$ cat src/rtl/flash_seq_pkg.sv
package flash_seq_pkg;

    typedef enum logic [2:0] {
        ST_IDLE,
        ST_PROG,
        ST_ERASE,
        ST_PROG_SUSP,
        ST_ERS_SUSP,
        ST_NEST_PROG
    } pe_state_e;

    localparam int STAT_W        = 8;
    localparam int STAT_READY    = 0;
    localparam int STAT_ERS_SUSP = 1;
    localparam int STAT_PRG_SUSP = 2;
    localparam int STAT_PRG_ERR  = 3;
    localparam int STAT_ERS_ERR  = 4;

endpackage

$ cat src/rtl/fseq_block_map.sv
module fseq_block_map #(
    parameter int ADDR_W      = 22,
    parameter int BANK_SPAN_W = 18,
    parameter int MAIN_W      = 15,
    parameter int PARAM_W     = 12,
    parameter bit TOP_PARAM   = 1'b0,
    localparam int HI_W       = ADDR_W - PARAM_W,
    localparam int BANK_W     = ADDR_W - BANK_SPAN_W,
    localparam int SLOT_W     = ADDR_W - MAIN_W,
    localparam int BLK_W      = SLOT_W + 1
) (
    input  logic              clk,
    input  logic              rst_n,
    input  logic [HI_W-1:0]   addr_hi,
    output logic [BANK_W-1:0] bank,
    output logic [BLK_W-1:0]  blk
);
    localparam int PBLK_W    = MAIN_W - PARAM_W;
    localparam int NUM_PARAM = 2 ** PBLK_W;
    localparam int NUM_SLOTS = 2 ** SLOT_W;
    localparam int MAX_BLK   = NUM_SLOTS + NUM_PARAM - 2;

    logic [SLOT_W-1:0] slot;
    logic [PBLK_W-1:0] pidx;
    logic              in_param;

    assign slot = addr_hi[HI_W-1:PBLK_W];
    assign pidx = addr_hi[PBLK_W-1:0];
    assign bank = addr_hi[HI_W-1:HI_W-BANK_W];

    generate
        if (TOP_PARAM) begin : g_top
            assign in_param = (slot == {SLOT_W{1'b1}});
            always_comb begin
                if (in_param)
                    blk = BLK_W'(NUM_SLOTS - 1) + BLK_W'(pidx);
                else
                    blk = BLK_W'(slot);
            end
        end else begin : g_bottom
            assign in_param = (slot == '0);
            always_comb begin
                if (in_param)
                    blk = BLK_W'(pidx);
                else
                    blk = BLK_W'(slot) + BLK_W'(NUM_PARAM - 1);
            end
        end
    endgenerate

    // block number never exceeds the last block of the array
    assert_blk_range_R1: assert property (@(posedge clk) disable iff (!rst_n)
        blk <= BLK_W'(MAX_BLK));

    // small blocks live only in the bank at the chosen end
    assert_param_bank_R2: assert property (@(posedge clk) disable iff (!rst_n)
        in_param |-> (bank == (TOP_PARAM ? {BANK_W{1'b1}} : {BANK_W{1'b0}})));

endmodule

$ cat src/rtl/fseq_pe_ctrl.sv
module fseq_pe_ctrl
    import flash_seq_pkg::*;
#(
    parameter int BANK_W = 4,
    parameter int BLK_W  = 8
) (
    input  logic              clk,
    input  logic              rst_n,
    input  logic              req_prog,
    input  logic              req_erase,
    input  logic              req_suspend,
    input  logic              req_resume,
    input  logic              req_clear,
    input  logic [BANK_W-1:0] cmd_bank,
    input  logic [BLK_W-1:0]  cmd_blk,
    input  logic              op_done,
    input  logic              op_err,
    output logic              running,
    output logic [BANK_W-1:0] run_bank,
    output logic              susp_valid,
    output logic [BLK_W-1:0]  susp_blk,
    output logic [STAT_W-1:0] status,
    output logic              cmd_reject
);
    typedef struct packed {
        pe_state_e         st;
        logic [BANK_W-1:0] op_bank;
        logic [BLK_W-1:0]  op_blk;
        logic [BANK_W-1:0] nest_bank;
        logic              prog_err;
        logic              erase_err;
        logic              reject;
    } ctrl_t;

    ctrl_t ctl_d, ctl_q;

    always_comb begin
        ctl_d        = ctl_q;
        ctl_d.reject = 1'b0;
        if (req_clear) begin
            ctl_d.prog_err  = 1'b0;
            ctl_d.erase_err = 1'b0;
        end
        unique case (ctl_q.st)
            ST_IDLE: begin
                if (req_prog) begin
                    ctl_d.st      = ST_PROG;
                    ctl_d.op_bank = cmd_bank;
                    ctl_d.op_blk  = cmd_blk;
                end else if (req_erase) begin
                    ctl_d.st      = ST_ERASE;
                    ctl_d.op_bank = cmd_bank;
                    ctl_d.op_blk  = cmd_blk;
                end
            end
            ST_PROG: begin
                if (op_done) begin
                    ctl_d.st = ST_IDLE;
                    if (op_err) ctl_d.prog_err = 1'b1;
                end else if (req_suspend) begin
                    ctl_d.st = ST_PROG_SUSP;
                end else if (req_prog || req_erase) begin
                    ctl_d.reject = 1'b1;
                end
            end
            ST_ERASE: begin
                if (op_done) begin
                    ctl_d.st = ST_IDLE;
                    if (op_err) ctl_d.erase_err = 1'b1;
                end else if (req_suspend) begin
                    ctl_d.st = ST_ERS_SUSP;
                end else if (req_prog || req_erase) begin
                    ctl_d.reject = 1'b1;
                end
            end
            ST_PROG_SUSP: begin
                if (req_resume)
                    ctl_d.st = ST_PROG;
                else if (req_prog || req_erase)
                    ctl_d.reject = 1'b1;
            end
            ST_ERS_SUSP: begin
                if (req_resume) begin
                    ctl_d.st = ST_ERASE;
                end else if (req_prog) begin
                    if (cmd_blk == ctl_q.op_blk) begin
                        ctl_d.reject   = 1'b1;
                        ctl_d.prog_err = 1'b1;
                    end else begin
                        ctl_d.st        = ST_NEST_PROG;
                        ctl_d.nest_bank = cmd_bank;
                    end
                end else if (req_erase) begin
                    ctl_d.reject = 1'b1;
                end
            end
            ST_NEST_PROG: begin
                if (op_done) begin
                    ctl_d.st = ST_ERS_SUSP;
                    if (op_err) ctl_d.prog_err = 1'b1;
                end else if (req_prog || req_erase) begin
                    ctl_d.reject = 1'b1;
                end
            end
            default: ctl_d.st = ST_IDLE;
        endcase
    end

    always_ff @(posedge clk or negedge rst_n) begin
        if (!rst_n) begin
            ctl_q <= '{st: ST_IDLE, op_bank: '0, op_blk: '0, nest_bank: '0,
                       prog_err: 1'b0, erase_err: 1'b0, reject: 1'b0};
        end else begin
            ctl_q <= ctl_d;
        end
    end

    assign running    = (ctl_q.st == ST_PROG) || (ctl_q.st == ST_ERASE) ||
                        (ctl_q.st == ST_NEST_PROG);
    assign run_bank   = (ctl_q.st == ST_NEST_PROG) ? ctl_q.nest_bank : ctl_q.op_bank;
    assign susp_valid = (ctl_q.st == ST_PROG_SUSP) || (ctl_q.st == ST_ERS_SUSP) ||
                        (ctl_q.st == ST_NEST_PROG);
    assign susp_blk   = ctl_q.op_blk;
    assign cmd_reject = ctl_q.reject;

    always_comb begin
        status                = '0;
        status[STAT_READY]    = !running;
        status[STAT_ERS_SUSP] = (ctl_q.st == ST_ERS_SUSP) || (ctl_q.st == ST_NEST_PROG);
        status[STAT_PRG_SUSP] = (ctl_q.st == ST_PROG_SUSP);
        status[STAT_PRG_ERR]  = ctl_q.prog_err;
        status[STAT_ERS_ERR]  = ctl_q.erase_err;
    end

    // request during a running operation is refused, bank unchanged
    assert_reject_busy_R3: assert property (@(posedge clk) disable iff (!rst_n)
        (running && !op_done && !req_suspend && (req_prog || req_erase))
        |=> (cmd_reject && running && $stable(run_bank)));

    // completion of a plain program frees the array
    assert_done_free_R4: assert property (@(posedge clk) disable iff (!rst_n)
        (ctl_q.st == ST_PROG && op_done) |=> (!running && status[STAT_READY]));

    // nested program completion returns to erase suspend
    assert_nest_return_R7: assert property (@(posedge clk) disable iff (!rst_n)
        (ctl_q.st == ST_NEST_PROG && op_done) |=> (status[STAT_ERS_SUSP] && !running));

    // program into the suspended erase block is refused with an error
    assert_same_blk_R9: assert property (@(posedge clk) disable iff (!rst_n)
        (ctl_q.st == ST_ERS_SUSP && req_prog && !req_resume && cmd_blk == ctl_q.op_blk)
        |=> (status[STAT_PRG_ERR] && cmd_reject && !running));

    // error bits hold until cleared
    assert_err_sticky_R11: assert property (@(posedge clk) disable iff (!rst_n)
        (status[STAT_PRG_ERR] && !req_clear) |=> status[STAT_PRG_ERR]);
    assert_ers_err_sticky_R11: assert property (@(posedge clk) disable iff (!rst_n)
        (status[STAT_ERS_ERR] && !req_clear) |=> status[STAT_ERS_ERR]);

    // suspend and resume while idle leave it idle
    assert_idle_ignore_R12: assert property (@(posedge clk) disable iff (!rst_n)
        (ctl_q.st == ST_IDLE && !req_prog && !req_erase) |=> (ctl_q.st == ST_IDLE));

endmodule

$ cat src/rtl/fseq_read_path.sv
module fseq_read_path
    import flash_seq_pkg::*;
#(
    parameter int BANK_W = 4,
    parameter int BLK_W  = 8,
    parameter int DATA_W = 16
) (
    input  logic              clk,
    input  logic              rst_n,
    input  logic              req_read,
    input  logic [BANK_W-1:0] rd_bank,
    input  logic [BLK_W-1:0]  rd_blk,
    input  logic              running,
    input  logic [BANK_W-1:0] run_bank,
    input  logic              susp_valid,
    input  logic [BLK_W-1:0]  susp_blk,
    input  logic [STAT_W-1:0] status,
    input  logic [DATA_W-1:0] array_rdata,
    output logic              rd_grant,
    output logic              rd_stall,
    output logic [DATA_W-1:0] rd_data
);
    logic hit_busy;
    logic hit_susp;

    assign hit_busy = running && (rd_bank == run_bank);
    assign hit_susp = susp_valid && (rd_blk == susp_blk);

    always_comb begin
        rd_stall = req_read && hit_susp && !hit_busy;
        rd_grant = req_read && !rd_stall;
        if (hit_busy)
            rd_data = {{(DATA_W - STAT_W){1'b0}}, status};
        else
            rd_data = array_rdata;
    end

    // a stalled read is never granted
    assert_stall_nogrant_R8: assert property (@(posedge clk) disable iff (!rst_n)
        rd_stall |-> !rd_grant);

    // a read away from the running bank and suspended block passes array data
    assert_free_read_R5: assert property (@(posedge clk) disable iff (!rst_n)
        (req_read && !(running && rd_bank == run_bank) && !(susp_valid && rd_blk == susp_blk))
        |-> (rd_grant && rd_data == array_rdata));

    // a read into the running bank is served status
    assert_busy_read_R6: assert property (@(posedge clk) disable iff (!rst_n)
        (req_read && running && rd_bank == run_bank)
        |-> (rd_grant && rd_data[STAT_W-1:0] == status));

endmodule

$ cat src/rtl/flash_pe_sequencer.sv
module flash_pe_sequencer
    import flash_seq_pkg::*;
#(
    parameter int ADDR_W      = 22,
    parameter int DATA_W      = 16,
    parameter int BANK_SPAN_W = 18,
    parameter int MAIN_W      = 15,
    parameter int PARAM_W     = 12,
    parameter bit TOP_PARAM   = 1'b0,
    localparam int BANK_W     = ADDR_W - BANK_SPAN_W,
    localparam int NUM_BANKS  = 2 ** BANK_W,
    localparam int BLK_W      = ADDR_W - MAIN_W + 1
) (
    input  logic                 clk,
    input  logic                 rst_n,
    input  logic                 req_prog,
    input  logic                 req_erase,
    input  logic                 req_suspend,
    input  logic                 req_resume,
    input  logic                 req_clear,
    input  logic                 req_read,
    input  logic [ADDR_W-1:0]    addr,
    input  logic [DATA_W-1:0]    array_rdata,
    input  logic                 op_done,
    input  logic                 op_err,
    output logic                 timer_run,
    output logic [NUM_BANKS-1:0] bank_busy,
    output logic                 rd_grant,
    output logic                 rd_stall,
    output logic [DATA_W-1:0]    rd_data,
    output logic [STAT_W-1:0]    status,
    output logic                 cmd_reject,
    output logic [BANK_W-1:0]    cur_bank,
    output logic [BLK_W-1:0]     cur_block
);
    logic              running;
    logic [BANK_W-1:0] run_bank;
    logic              susp_valid;
    logic [BLK_W-1:0]  susp_blk;

    fseq_block_map #(
        .ADDR_W      (ADDR_W),
        .BANK_SPAN_W (BANK_SPAN_W),
        .MAIN_W      (MAIN_W),
        .PARAM_W     (PARAM_W),
        .TOP_PARAM   (TOP_PARAM)
    ) i_map (
        .clk     (clk),
        .rst_n   (rst_n),
        .addr_hi (addr[ADDR_W-1:PARAM_W]),
        .bank    (cur_bank),
        .blk     (cur_block)
    );

    fseq_pe_ctrl #(
        .BANK_W (BANK_W),
        .BLK_W  (BLK_W)
    ) i_ctrl (
        .clk         (clk),
        .rst_n       (rst_n),
        .req_prog    (req_prog),
        .req_erase   (req_erase),
        .req_suspend (req_suspend),
        .req_resume  (req_resume),
        .req_clear   (req_clear),
        .cmd_bank    (cur_bank),
        .cmd_blk     (cur_block),
        .op_done     (op_done),
        .op_err      (op_err),
        .running     (running),
        .run_bank    (run_bank),
        .susp_valid  (susp_valid),
        .susp_blk    (susp_blk),
        .status      (status),
        .cmd_reject  (cmd_reject)
    );

    fseq_read_path #(
        .BANK_W (BANK_W),
        .BLK_W  (BLK_W),
        .DATA_W (DATA_W)
    ) i_rd (
        .clk         (clk),
        .rst_n       (rst_n),
        .req_read    (req_read),
        .rd_bank     (cur_bank),
        .rd_blk      (cur_block),
        .running     (running),
        .run_bank    (run_bank),
        .susp_valid  (susp_valid),
        .susp_blk    (susp_blk),
        .status      (status),
        .array_rdata (array_rdata),
        .rd_grant    (rd_grant),
        .rd_stall    (rd_stall),
        .rd_data     (rd_data)
    );

    generate
        for (genvar b = 0; b < NUM_BANKS; b++) begin : g_busy
            assign bank_busy[b] = running && (run_bank == BANK_W'(b));
        end
    endgenerate

    assign timer_run = running;

    // at most one bank is ever busy
    assert_one_bank_R4: assert property (@(posedge clk) disable iff (!rst_n)
        $onehot0(bank_busy));

    // ready flag and busy flags never both claim activity
    assert_ready_idle_R10: assert property (@(posedge clk) disable iff (!rst_n)
        status[STAT_READY] |-> (bank_busy == '0));

endmodule

$ cat config.mk
export PLATFORM = sky130hd
export DESIGN_NAME = flash_pe_sequencer
export DESIGN_NICKNAME = d
export VERILOG_FILES = /design/src/rtl/flash_seq_pkg.sv /design/src/rtl/fseq_block_map.sv /design/src/rtl/fseq_pe_ctrl.sv /design/src/rtl/fseq_read_path.sv /design/src/rtl/flash_pe_sequencer.sv
export SDC_FILE = /design/constraint.sdc
export NUM_CORES = 1
export LEC_CHECK = 0
export ABC_AREA = 1
export BUFFER_PORTS_ARGS = -buffer_cell sky130_fd_sc_hd__buf_2
export CELL_PAD_IN_SITES_DETAIL_PLACEMENT = 0
export CELL_PAD_IN_SITES_GLOBAL_PLACEMENT = 1
export CORE_UTILIZATION = 30
export DETAILED_ROUTE_END_ITERATION = 8
export GPL_ROUTABILITY_DRIVEN = 0
export MAX_ROUTING_LAYER = met4
export PLACE_DENSITY = 0.85
export SLEW_MARGIN = 20
export SYNTH_ARGS = -nofsm -noshare
export SYNTH_HDL_FRONTEND = slang
export SYNTH_SLANG_ARGS = --single-unit
$ cat constraint.sdc
create_clock -name clk -period 2.42 [get_ports clk]
set_input_delay 0.484 -clock clk [delete_from_list [all_inputs] [get_ports clk]]
set_output_delay 0.484 -clock clk [all_outputs]
set_load 0.01 [all_outputs]
Word-level counts from Yosys, hierarchy flattened
Index checks and enable logic that the tools add are counted.
{ "word_totals": {"out_inout_bits": 56, "elab_cells": 113, "regBits": 22, "in_bits": 48} }
{ "classes": {"eq_ne": 29, "add_sub_neg": 1, "n_bitwise": 2, "mux": 35, "reduce_logical": 39} }
{ "op_table": {"columns": ["cell", "n"], "rows": [
  ["4-bit equality test (second input constant)", 8],
  ["15-bit two-way mux", 2],
  ["3-bit two-way mux", 9],
  ["1-bit logical AND", 21],
  ["3-bit one-hot mux with 6 select lines", 1],
  ["1-bit two-way mux", 17],
  ["4-bit by 3-bit equality test with 1-bit output (second input constant)", 4],
  ["16-bit two-way mux", 1],
  ["3-bit != test (second input constant)", 5],
  ["7-bit by 3-bit adder with 8-bit output (second input constant)", 1],
  ["4-bit by 2-bit equality test with 1-bit output (second input constant)", 2],
  ["8-bit equality test", 1],
  ["8-bit two-way mux", 1],
  ["7-bit zero test", 1],
  ["7-bit AND reduction", 1],
  ["3-bit by 2-bit equality test with 1-bit output (second input constant)", 2],
  ["3-bit equality test (second input constant)", 2],
  ["1-bit logical OR", 6],
  ["4-bit by 1-bit equality test with 1-bit output (second input constant)", 1],
  ["4-bit equality test", 1],
  ["4-bit zero test", 1],
  ["4-bit two-way mux", 1],
  ["2-bit != test (second input constant)", 2],
  ["1-bit one-hot mux with 4 select lines", 1],
  ["other kinds (10)", 14]
]} }

Depth between registers and ports, before layout
Gate-level depths: netlist of run 1.
{ "depth": {"depth_word": 8, "ltp_mapped": 15, "mapped_depth_nobuf": 15} }

Modules after synthesis
From an unflattened synthesis of run 1, not the netlist that was laid out.
{ "hier_totals": {"cells_unflattened": 369, "area_unflattened_um2": 2243.4} }
{ "by_module_without_submodules": {"columns": ["mod", "area_each_um2", "instances", "seq_area_each_um2", "cells_each"], "rows": [
  ["fseq_pe_ctrl", 1366.3, 1, 550.5, 170],
  ["fseq_read_path", 491.7, 1, 0.0, 116],
  ["fseq_block_map", 259.0, 1, 0.0, 51],
  ["flash_pe_sequencer", 126.4, 1, 0.0, 32]
]} }

Least setup slack after synthesis of run 1
No wires, ideal clock.
{ "synth_timing": {"path_kind": "in2out", "startpoint": "in addr[15]", "endpoint": "out rd_grant", "cell_stages": 13, "path_buffers": 0, "arrival_ns": 1.825, "required_ns": 1.936, "setup_slack_ns": 0.111, "cell_sequence": "inv_1 > ha_1 > inv_1 > nor2_2 > nand4_1 > nand2_1 > nand2_1 > nand2_1 > nand2_1 > nor2_4 > nand2_4 > o21ai_1 > inv_1"} }
{ "synth_via": {"elab_chain_cells": 8, "elab_cells_between_ends": 9, "classes_between": "add/sub: 1; eq/ne: 1; mux: 1; reduce/logical: 6"} }
{ "synth_rtl": {"columns": ["element", "line", "rtl"], "rows": [
  ["start: declaration", "flash_pe_sequencer.sv:22", "input logic [ADDR_W-1:0] addr,"],
  ["7-bit by 3-bit adder with 8-bit output or 7-bit zero test (tied branches)", "fseq_block_map.sv:46, fseq_block_map.sv:41", null],
  ["8-bit two-way mux (*)", "fseq_block_map.sv:43", "if (in_param)"],
  ["named net cur_block[0]", "flash_pe_sequencer.sv:34", "output logic [BLK_W-1:0] cur_block"],
  ["8-bit equality test (*)", "fseq_read_path.sv:27", "assign hit_susp = susp_valid && (rd_blk == susp_blk);"],
  ["1-bit logical AND (*)", "fseq_read_path.sv:27", null],
  ["1-bit logical AND (*) (2 in a row)", "fseq_read_path.sv:30", "rd_stall = req_read && hit_susp && !hit_busy;"],
  ["1-bit zero test (*)", "fseq_read_path.sv:31", "rd_grant = req_read && !rd_stall;"],
  ["1-bit logical AND (*)", "fseq_read_path.sv:31", null],
  ["end: declaration", "flash_pe_sequencer.sv:28", "output logic rd_grant,"]
]} }
The timed path passes the listed nets; every way through them passes the cells marked *.

Worst setup path after layout of run 1
{ "layout_timing": {"startpoint": "in addr[15]", "endpoint": "out rd_grant"} }
{ "layout_via": {"elab_chain_cells": 8, "elab_cells_between_ends": 9, "classes_between": "add/sub: 1; eq/ne: 1; mux: 1; reduce/logical: 6"} }
{ "layout_rtl": {"columns": ["element", "line"], "rows": [
  ["7-bit by 3-bit adder with 8-bit output or 7-bit zero test (tied branches)", "fseq_block_map.sv:46, fseq_block_map.sv:41"],
  ["8-bit two-way mux (*)", "fseq_block_map.sv:43"],
  ["8-bit equality test (*)", "fseq_read_path.sv:27"],
  ["1-bit logical AND (*)", "fseq_read_path.sv:27"],
  ["1-bit logical AND (*) (2 in a row)", "fseq_read_path.sv:30"],
  ["1-bit zero test (*)", "fseq_read_path.sv:31"],
  ["1-bit logical AND (*)", "fseq_read_path.sv:31"]
]} }
Mark *: on every way between the ends. The rest lies on a longest branch, timed or not.

==> tab_implementation.tex, run 1 <==
\begin{tabular}{lr}
\hline
Metric & Value \\
\hline
\multicolumn{2}{l}{\textbf{Outcome}} \\
Status & finished with violations \\
Failing checks & design-rule violations, negative setup slack \\
\multicolumn{2}{l}{\textbf{Die}} \\
Initial Utilization & 0.315 \\
Area of the die & 7070 µm² \\
Die Y-Extent & 84.1 µm \\
I/O pin total & 104 \\
Cell row count & 29 \\
Chip Width & 84.1 µm \\
Core footprint & 6420 µm² \\
\multicolumn{2}{l}{\textbf{Layout}} \\
Antenna cells & 0 \\
Final core utilization & 0.461 \\
Count of filler cells inserted in the layout & 662 \\
Nets@finish & 491 \\
Area added between synthesis and finish & 46.4\% \\
Fraction of layout instances using a drive strength above 1 & 0.432 \\
\multicolumn{2}{l}{\textbf{Logic synthesis}} \\
Per-instance average area after synthesis & 6.20 µm² \\
Prevailing post-synth register cell & dfrtp\_1 \\
Number of warning messages in the yosys log & 0 \\
Post-synthesis cell type count & 33 \\
Number of register bits inferred by synthesis & 22 \\
Gate count after technology mapping & 326 \\
Sequential area share after synthesis & 0.272 \\
Ys async rst share & 1.00 \\
Number of enable-type register cells in the synthesized netlist & 0 \\
Post-Syn Area & 2020 µm² \\
\multicolumn{2}{l}{\textbf{Power and ir drop}} \\
Cell Int Power & 1360 µW \\
Share of total power in sequential cells & 0.257 \\
Switching power of the nets & 1290 µW \\
Switching Fraction & 0.486 \\
Power density over cell area & 894 nW/µm² \\
Cell leakage power & 0.00176 µW \\
Worst supply voltage drop on vdd & 0.000351 V \\
Clock network fraction of total power & 0.089 \\
Share of total power in combinational logic & 0.655 \\
\multicolumn{2}{l}{\textbf{Detailed routing}} \\
Starting DRT DRC Count & 88 \\
Total Routed Length & 5560 µm \\
Count of TritonRoute iterations in the first routing pass & 6 \\
Vias after detailed routing & 2332 \\
Residual DRC & 24 \\
Drt wl/cell & 10.8 µm \\
Remaining number of nets flagged by the antenna check after routing & 0 \\
DR vias/cell & 4.51 \\
\multicolumn{2}{l}{\textbf{GRT}} \\
Wire length of the first global-routing pass & 9180 µm \\
Maximum number of pins on one net before global-route repair & 23 \\
Total global routing overflow & 0 \\
Tot GR Track Use & 0.161 \\
Number of global-route vias before repair & 2127 \\
Antenna violations before repair & 0 \\
\multicolumn{2}{l}{\textbf{Critical path}} \\
Data arrival time of the critical path & 1.95 ns \\
Maximum fanout count along the critical path & 3 \\
Kind of start point of the critical path & input port \\
Worst Setup End Kind & primary output \\
Type of the worst setup path & input port to primary output \\
Data required, critical path & 1.94 ns \\
Number of cells traversed by the worst register-to-register path & 10 \\
\multicolumn{2}{l}{\textbf{Place}} \\
DP Wirelength & 4140 µm \\
PortBufs & 88 \\
Dpl ws & -0.110 ns \\
\multicolumn{2}{l}{\textbf{Clock network}} \\
Insertion delay of the later-clocked pin in the worst-skew pair & 0.26 ns \\
Number of buffers created by CTS & 3 \\
Number of buffers added to fix hold violations after cts & 0 \\
Number of levels in the clock H-tree & 1 \\
Clock-pin transition on the worst setup and hold timing paths & 0.08 ns \\
CTS Root Cell & clkbuf\_8 \\
Clock buffer depth & 2 \\
TritonCTS clock tree & yes \\
Clock sink count & 22 \\
\multicolumn{2}{l}{\textbf{Job}} \\
Max-cap violations & 0 \\
\multicolumn{2}{l}{\textbf{Timing}} \\
Crit share post-route & 1.01 \\
Worst clock skew & 0.00247 ns \\
RSZ-0062 raised after global routing & true \\
Final Hold Vio Count & 0 \\
Achievable frequency & 410 MHz \\
Actual transition at the worst max-transition pin & 0.535 ns \\
Worst max-slew margin expressed relative to the limit & 0.643 \\
Post-route worst setup slack & -0.0186 ns \\
Count of pins over their slew limit & 0 \\
\# setup viols final & 4 \\
Tmin final & 2.44 ns \\
\multicolumn{2}{l}{\textbf{Worst hold path}} \\
Type of the tightest min-delay check & input port to async pin \\
\hline
\end{tabular}
through the flow:
stage | instances | setup TNS [ns] | instance area [µm²] | hold slack, ns | total power, µW
after floorplan | 328 | 0 | 2030 | 0.188 | 1650
after global placement | 494 | -0.0822 | 2570 | 0.473 | 2040
after detailed placement | 494 | -0.145 | 2570 | 0.480 | 2070
after CTS | 509 | -0.0144 | 2770 | 0.217 | 2450
after global routing | 517 | -2.40 | 2960 | 0.233 | 2910
final | 517 | -0.0335 | 2960 | 0.195 | 2650
critical path, stage by stage:
cell	delay [ns]
buf_6	0.09
inv_4	0.05
ha_4	0.15
inv_4	0.04
nor2_4	0.12
buf_6	0.11
nand4_1	0.09
nand2_1	0.11
nand2_1	0.05
nand2_1	0.07
nand2_2	0.07
nor2_4	0.13
nand2_4	0.08
o21ai_2	0.13
inv_1	0.05
buf_2	0.13
sequential cells by signal, indices dropped and copies added, names as in the netlist:
register,cells
i_ctrl.cmd_reject,1
i_ctrl.status,2
i_ctrl.susp_blk,8
i_ctrl.ctl_q,11
power by group through the flow:
stage	Combinational [µW]	Clock (µW)	Sequential, µW
floorplan	1010	0	633
global placement	1390	0	647
detailed placement	1410	0	656
CTS	1550	241	657
global route	1960	256	702
finish	1730	234	679
cell usage after synthesis (2+ instances only):
| master | count | share of area |
|---|---|---|
| nor3_1 | 4 | 0.0099 |
| nand3_1 | 26 | 0.064 |
| inv_1 | 67 | 0.12 |
| nand4_1 | 5 | 0.015 |
| nor2_4 | 3 | 0.017 |
| o21ai_2 | 3 | 0.013 |
| o22ai_1 | 2 | 0.0062 |
| nand3_4 | 2 | 0.017 |
| buf_4 | 10 | 0.037 |
| nand2_1 | 90 | 0.17 |
| dfrtp_1 | 22 | 0.27 |
| nand2_4 | 3 | 0.017 |
| buf_6 | 2 | 0.011 |
| inv_2 | 3 | 0.0056 |
| nand3b_1 | 2 | 0.0074 |
| o21ai_1 | 7 | 0.017 |
| nor2_2 | 12 | 0.037 |
| nor2_1 | 34 | 0.063 |
| o21ai_0 | 15 | 0.037 |
final timing paths:
path	start	to	slack, ns
max	addr[15]	rd_grant	-0.02
min	rst_n	i_ctrl.susp_blk[2]$_DFFE_PN0P_	0.19
max reg2reg	i_ctrl.ctl_q[20]$_DFFE_PN0P_	i_ctrl.ctl_q[6]$_DFFE_PN0P_	0.65
min reg2reg	i_ctrl.susp_blk[4]$_DFFE_PN0P_	i_ctrl.susp_blk[4]$_DFFE_PN0P_	0.51
max in group asynchronous	rst_n	i_ctrl.ctl_q[19]$_DFFE_PN0P_	1.84
min in group clk	req_clear	i_ctrl.status[4]$_DFF_PN0_	0.43
routing by layer:
metal	part of all wire	routed length, µm	GRT usage	vias to the layer above
met5	0	0	-	-
met4	0.0095	53	0.0313	0
met3	0.055	303	0.0218	6
met2	0.49	2700	0.284	77
met1	0.45	2500	0.197	1035
li1	-	-	-	1214
cell type report:
cell class | count | area [µm²] | share of cell area
multi-input cells | 224 | 1280 | 0.434
flip-flops and latches | 22 | 553 | 0.187
clock buffers | 3 | 41.3 | 0.0139
repair buffers | 121 | 712 | 0.240
well taps | 77 | 96.3 | 0.0325
inverters | 70 | 273 | 0.0921
cells by family after synthesis:
family                   share of synthesized area
buffers and inverters                        0.180
other                                      0.00185
AO/OA/AOI/OAI                               0.0928
adder cells (fa/ha/maj)                    0.00619
AND/OR/NAND/NOR                              0.442
XOR/XNOR                                   0.00433
flip-flops                                   0.272
what timing repair did:
action                                 CTS  global route
gates cloned                             1             0
resized for setup                       19            38
endpoints found under the hold margin    0             0
pin swaps                               13            23
setup endpoints to repair               15            23
buffers inserted                        11             8
cell usage in the layout (no fill, tap or decap), types with 2 or more instances in the layout:
master,instances
nand2_4,10
nor2_4,5
o21ai_1,7
nand3b_1,2
nand3_4,2
nor2_1,31
inv_1,61
buf_6,5
buf_4,30
nand3_1,22
o21ai_0,13
nand4_1,5
dfrtp_1,20
clkbuf_8,3
o22ai_1,2
nand2_2,7
nand2_1,77
nand3_2,6
o21ai_2,2
inv_4,4
conb_1,3
o21ai_4,3
inv_2,5
nor2_2,13
dfrtp_2,2
nor3_1,3
buf_2,86
No activity file was read; power rests on OpenSTA's default activity.
==> run 2: changes to the inputs <==
--- a/config.mk
+++ b/config.mk
@@ -14,6 +14,7 @@
 export GPL_ROUTABILITY_DRIVEN = 0
 export MAX_ROUTING_LAYER = met4
 export PLACE_DENSITY = 0.85
+export SETUP_SLACK_MARGIN = 0.1
 export SLEW_MARGIN = 20
 export SYNTH_ARGS = -nofsm -noshare
 export SYNTH_HDL_FRONTEND = slang
==> run 2 against run 1 <==
  * The run still ends with design-rule violations, negative setup slack left
  * Clock skew decreased by 0.00064 ns
  * Setup slack improved by 0.00074 ns
  * Register-to-register slack hardly changed
  * Largest cell class unchanged
  * Highest routed layer unchanged
==> tab_implementation.tex, run 2 (synthesis gave the netlist of run 1 again) <==
\begin{tabular}{lr}
\hline
Metric & Value \\
\hline
\multicolumn{2}{l}{\textbf{Detailed routing}} \\
Drt wl/cell & 10.8 µm \\
DR vias/cell & 4.50 \\
Starting DRT DRC Count & 87 \\
Vias after detailed routing & 2330 \\
Total Routed Length & 5590 µm \\
Remaining number of nets flagged by the antenna check after routing & 0 \\
Residual DRC & 24 \\
Count of TritonRoute iterations in the first routing pass & 6 \\
\multicolumn{2}{l}{\textbf{Clock network}} \\
Clock sink count & 22 \\
CTS Root Cell & clkbuf\_8 \\
Number of buffers added to fix hold violations after cts & 0 \\
Number of levels in the clock H-tree & 1 \\
TritonCTS clock tree & yes \\
Number of buffers created by CTS & 3 \\
Clock buffer depth & 2 \\
Insertion delay of the later-clocked pin in the worst-skew pair & 0.26 ns \\
Clock-pin transition on the worst setup and hold timing paths & 0.08 ns \\
\multicolumn{2}{l}{\textbf{GRT}} \\
Antenna violations before repair & 0 \\
Gr busiest metal & met2 \\
Wire length of the first global-routing pass & 9220 µm \\
Met3 usage in global routing & 0.0218 \\
GR Util met2 & 0.285 \\
Number of global-route vias before repair & 2138 \\
Maximum number of pins on one net before global-route repair & 23 \\
Tot GR Track Use & 0.162 \\
Met1 Use GR & 0.198 \\
Total global routing overflow & 0 \\
\multicolumn{2}{l}{\textbf{Timing}} \\
Post-route worst setup slack & -0.0178 ns \\
RSZ-0062 raised after global routing & true \\
Actual transition at the worst max-transition pin & 0.529 ns \\
Crit share post-route & 1.01 \\
Worst slack on hold paths & 0.193 ns \\
Count of pins over their slew limit & 0 \\
Achievable frequency & 410 MHz \\
\# setup viols final & 2 \\
Worst max-slew margin expressed relative to the limit & 0.647 \\
Worst clock skew & 0.00183 ns \\
Final Hold Vio Count & 0 \\
Tmin final & 2.44 ns \\
\multicolumn{2}{l}{\textbf{Critical path}} \\
Number of buffers and inverters on the critical path & 4 \\
Data required, critical path & 1.94 ns \\
Kind of start point of the critical path & flip-flop \\
Data arrival time of the critical path & 1.95 ns \\
Worst Setup End Kind & primary output \\
Cell with the most instances on the worst path & nand2\_4 \\
Standard cell with the maximum stage delay on the critical path & dfrtp\_1 \\
Type of the worst setup path & flip-flop to primary output \\
Ordered cell list for the critical path & inv\_2, nand3\_4, inv\_4, nand2\_4, nand3\_1, nand3\_2, nor2\_4, nand2\_4, buf\_4, o21ai\_2, buf\_2 \\
Critical path's top delay family & simple AND/OR/NAND/NOR gates \\
Maximum fanout count along the critical path & 7 \\
Crit path largest cell delay & 0.40 ns \\
\multicolumn{2}{l}{\textbf{Power and ir drop}} \\
Worst supply voltage drop on vdd & 0.000352 V \\
Cell leakage power & 0.00176 µW \\
Final total power & 2690 µW \\
Power density over cell area & 901 nW/µm² \\
\multicolumn{2}{l}{\textbf{Die}} \\
Die Y-Extent & 84.1 µm \\
Core footprint & 6420 µm² \\
Cell row count & 29 \\
Initial Utilization & 0.315 \\
Area of the die & 7070 µm² \\
Chip Width & 84.1 µm \\
I/O pin total & 104 \\
\multicolumn{2}{l}{\textbf{Layout}} \\
Highest-count cells in the layout ignoring fill and taps & buf\_2 (86), nand2\_1 (75), inv\_1 (60) \\
Fraction of layout instances using a drive strength above 1 & 0.447 \\
Final design area excluding fillers & 2990 µm² \\
Multi-input gate area in the final layout & 1310 µm² \\
Antenna cells & 0 \\
Largest register FFs & 11 \\
Most frequent standard cell in the layout excluding fill and tap cells & buf\_2 \\
Sequential cell area & 553 µm² \\
Count of filler cells inserted in the layout & 659 \\
Area added between synthesis and finish & 47.9\% \\
Nets@finish & 492 \\
Largest register by flop count & i\_ctrl.ctl\_q \\
Count of non-filler cells in the finished layout & 518 \\
\multicolumn{2}{l}{\textbf{Place}} \\
DP Wirelength & 4140 µm \\
Placed Area & 2570 µm² \\
Placed Cells incl. Taps & 494 \\
PortBufs & 88 \\
\multicolumn{2}{l}{\textbf{Outcome}} \\
Status & finished with violations \\
Failing checks & design-rule violations, negative setup slack \\
\multicolumn{2}{l}{\textbf{Worst hold path}} \\
Type of the tightest min-delay check & input port to async pin \\
\multicolumn{2}{l}{\textbf{Job}} \\
Max-cap violations & 0 \\
\hline
\end{tabular}
[run 2: cell count changes in the layout (fill, tap and decap cells not counted), sizes merged]
| cell | previous run | this run |
|---|---|---|
| buf | 121 | 122 |
[run 2: cell type report]
class	instances	area share
inverters	70	0.0929
flip-flops and latches	22	0.185
multi-input cells	224	0.437
well taps	77	0.0322
clock buffers	3	0.0138
repair buffers	122	0.239
[run 2: per-layer routing]
metal	vias up	wire length [µm]	share of wire
met3	4	303	0.054
met2	72	2750	0.49
met5	-	0	0
met4	0	34	0.0061
li1	1217	-	-
met1	1037	2500	0.45
[run 2: path summary, 6_finish.rpt]
check                      slack (ns)                           start  depth (start not counted)                             end
setup reg to reg                 0.64    i_ctrl.ctl_q[20]$_DFFE_PN0P_                         10     i_ctrl.ctl_q[6]$_DFFE_PN0P_
min in group clk                 0.43                       req_clear                          2      i_ctrl.status[4]$_DFF_PN0_
max in group asynchronous        1.84                           rst_n                          1    i_ctrl.ctl_q[19]$_DFFE_PN0P_
setup / recovery                -0.02    i_ctrl.ctl_q[20]$_DFFE_PN0P_                         11                      rd_data[3]
hold / removal                   0.19                           rst_n                          1  i_ctrl.susp_blk[7]$_DFFE_PN0P_
hold reg to reg                  0.51  i_ctrl.susp_blk[4]$_DFFE_PN0P_                          2  i_ctrl.susp_blk[4]$_DFFE_PN0P_
[run 2: what timing repair did]
action	CTS	global route
pin swaps	13	21
resized for setup	21	45
setup buffers	11	9
cloned	1	0
endpoints found under the setup margin	18	32
[run 2: metrics by stage]
step | util | worst slack [ns] | setup TNS [ns]
2_1_floorplan | - | 0.111 | 0
3_3_place_gp | 0.400 | -0.0750 | -0.0822
3_5_place_dp | 0.400 | -0.110 | -0.145
4_1_cts | 0.432 | -0.00724 | -0.0144
5_1_grt | 0.466 | -0.152 | -2.38
6_report | 0.466 | -0.0178 | -0.0356
[run 2: power by group]
group	internal [µW]	switching, µW
Clock	111	122
Combinational	726	1060
Sequential	538	141
Total	1380	1320
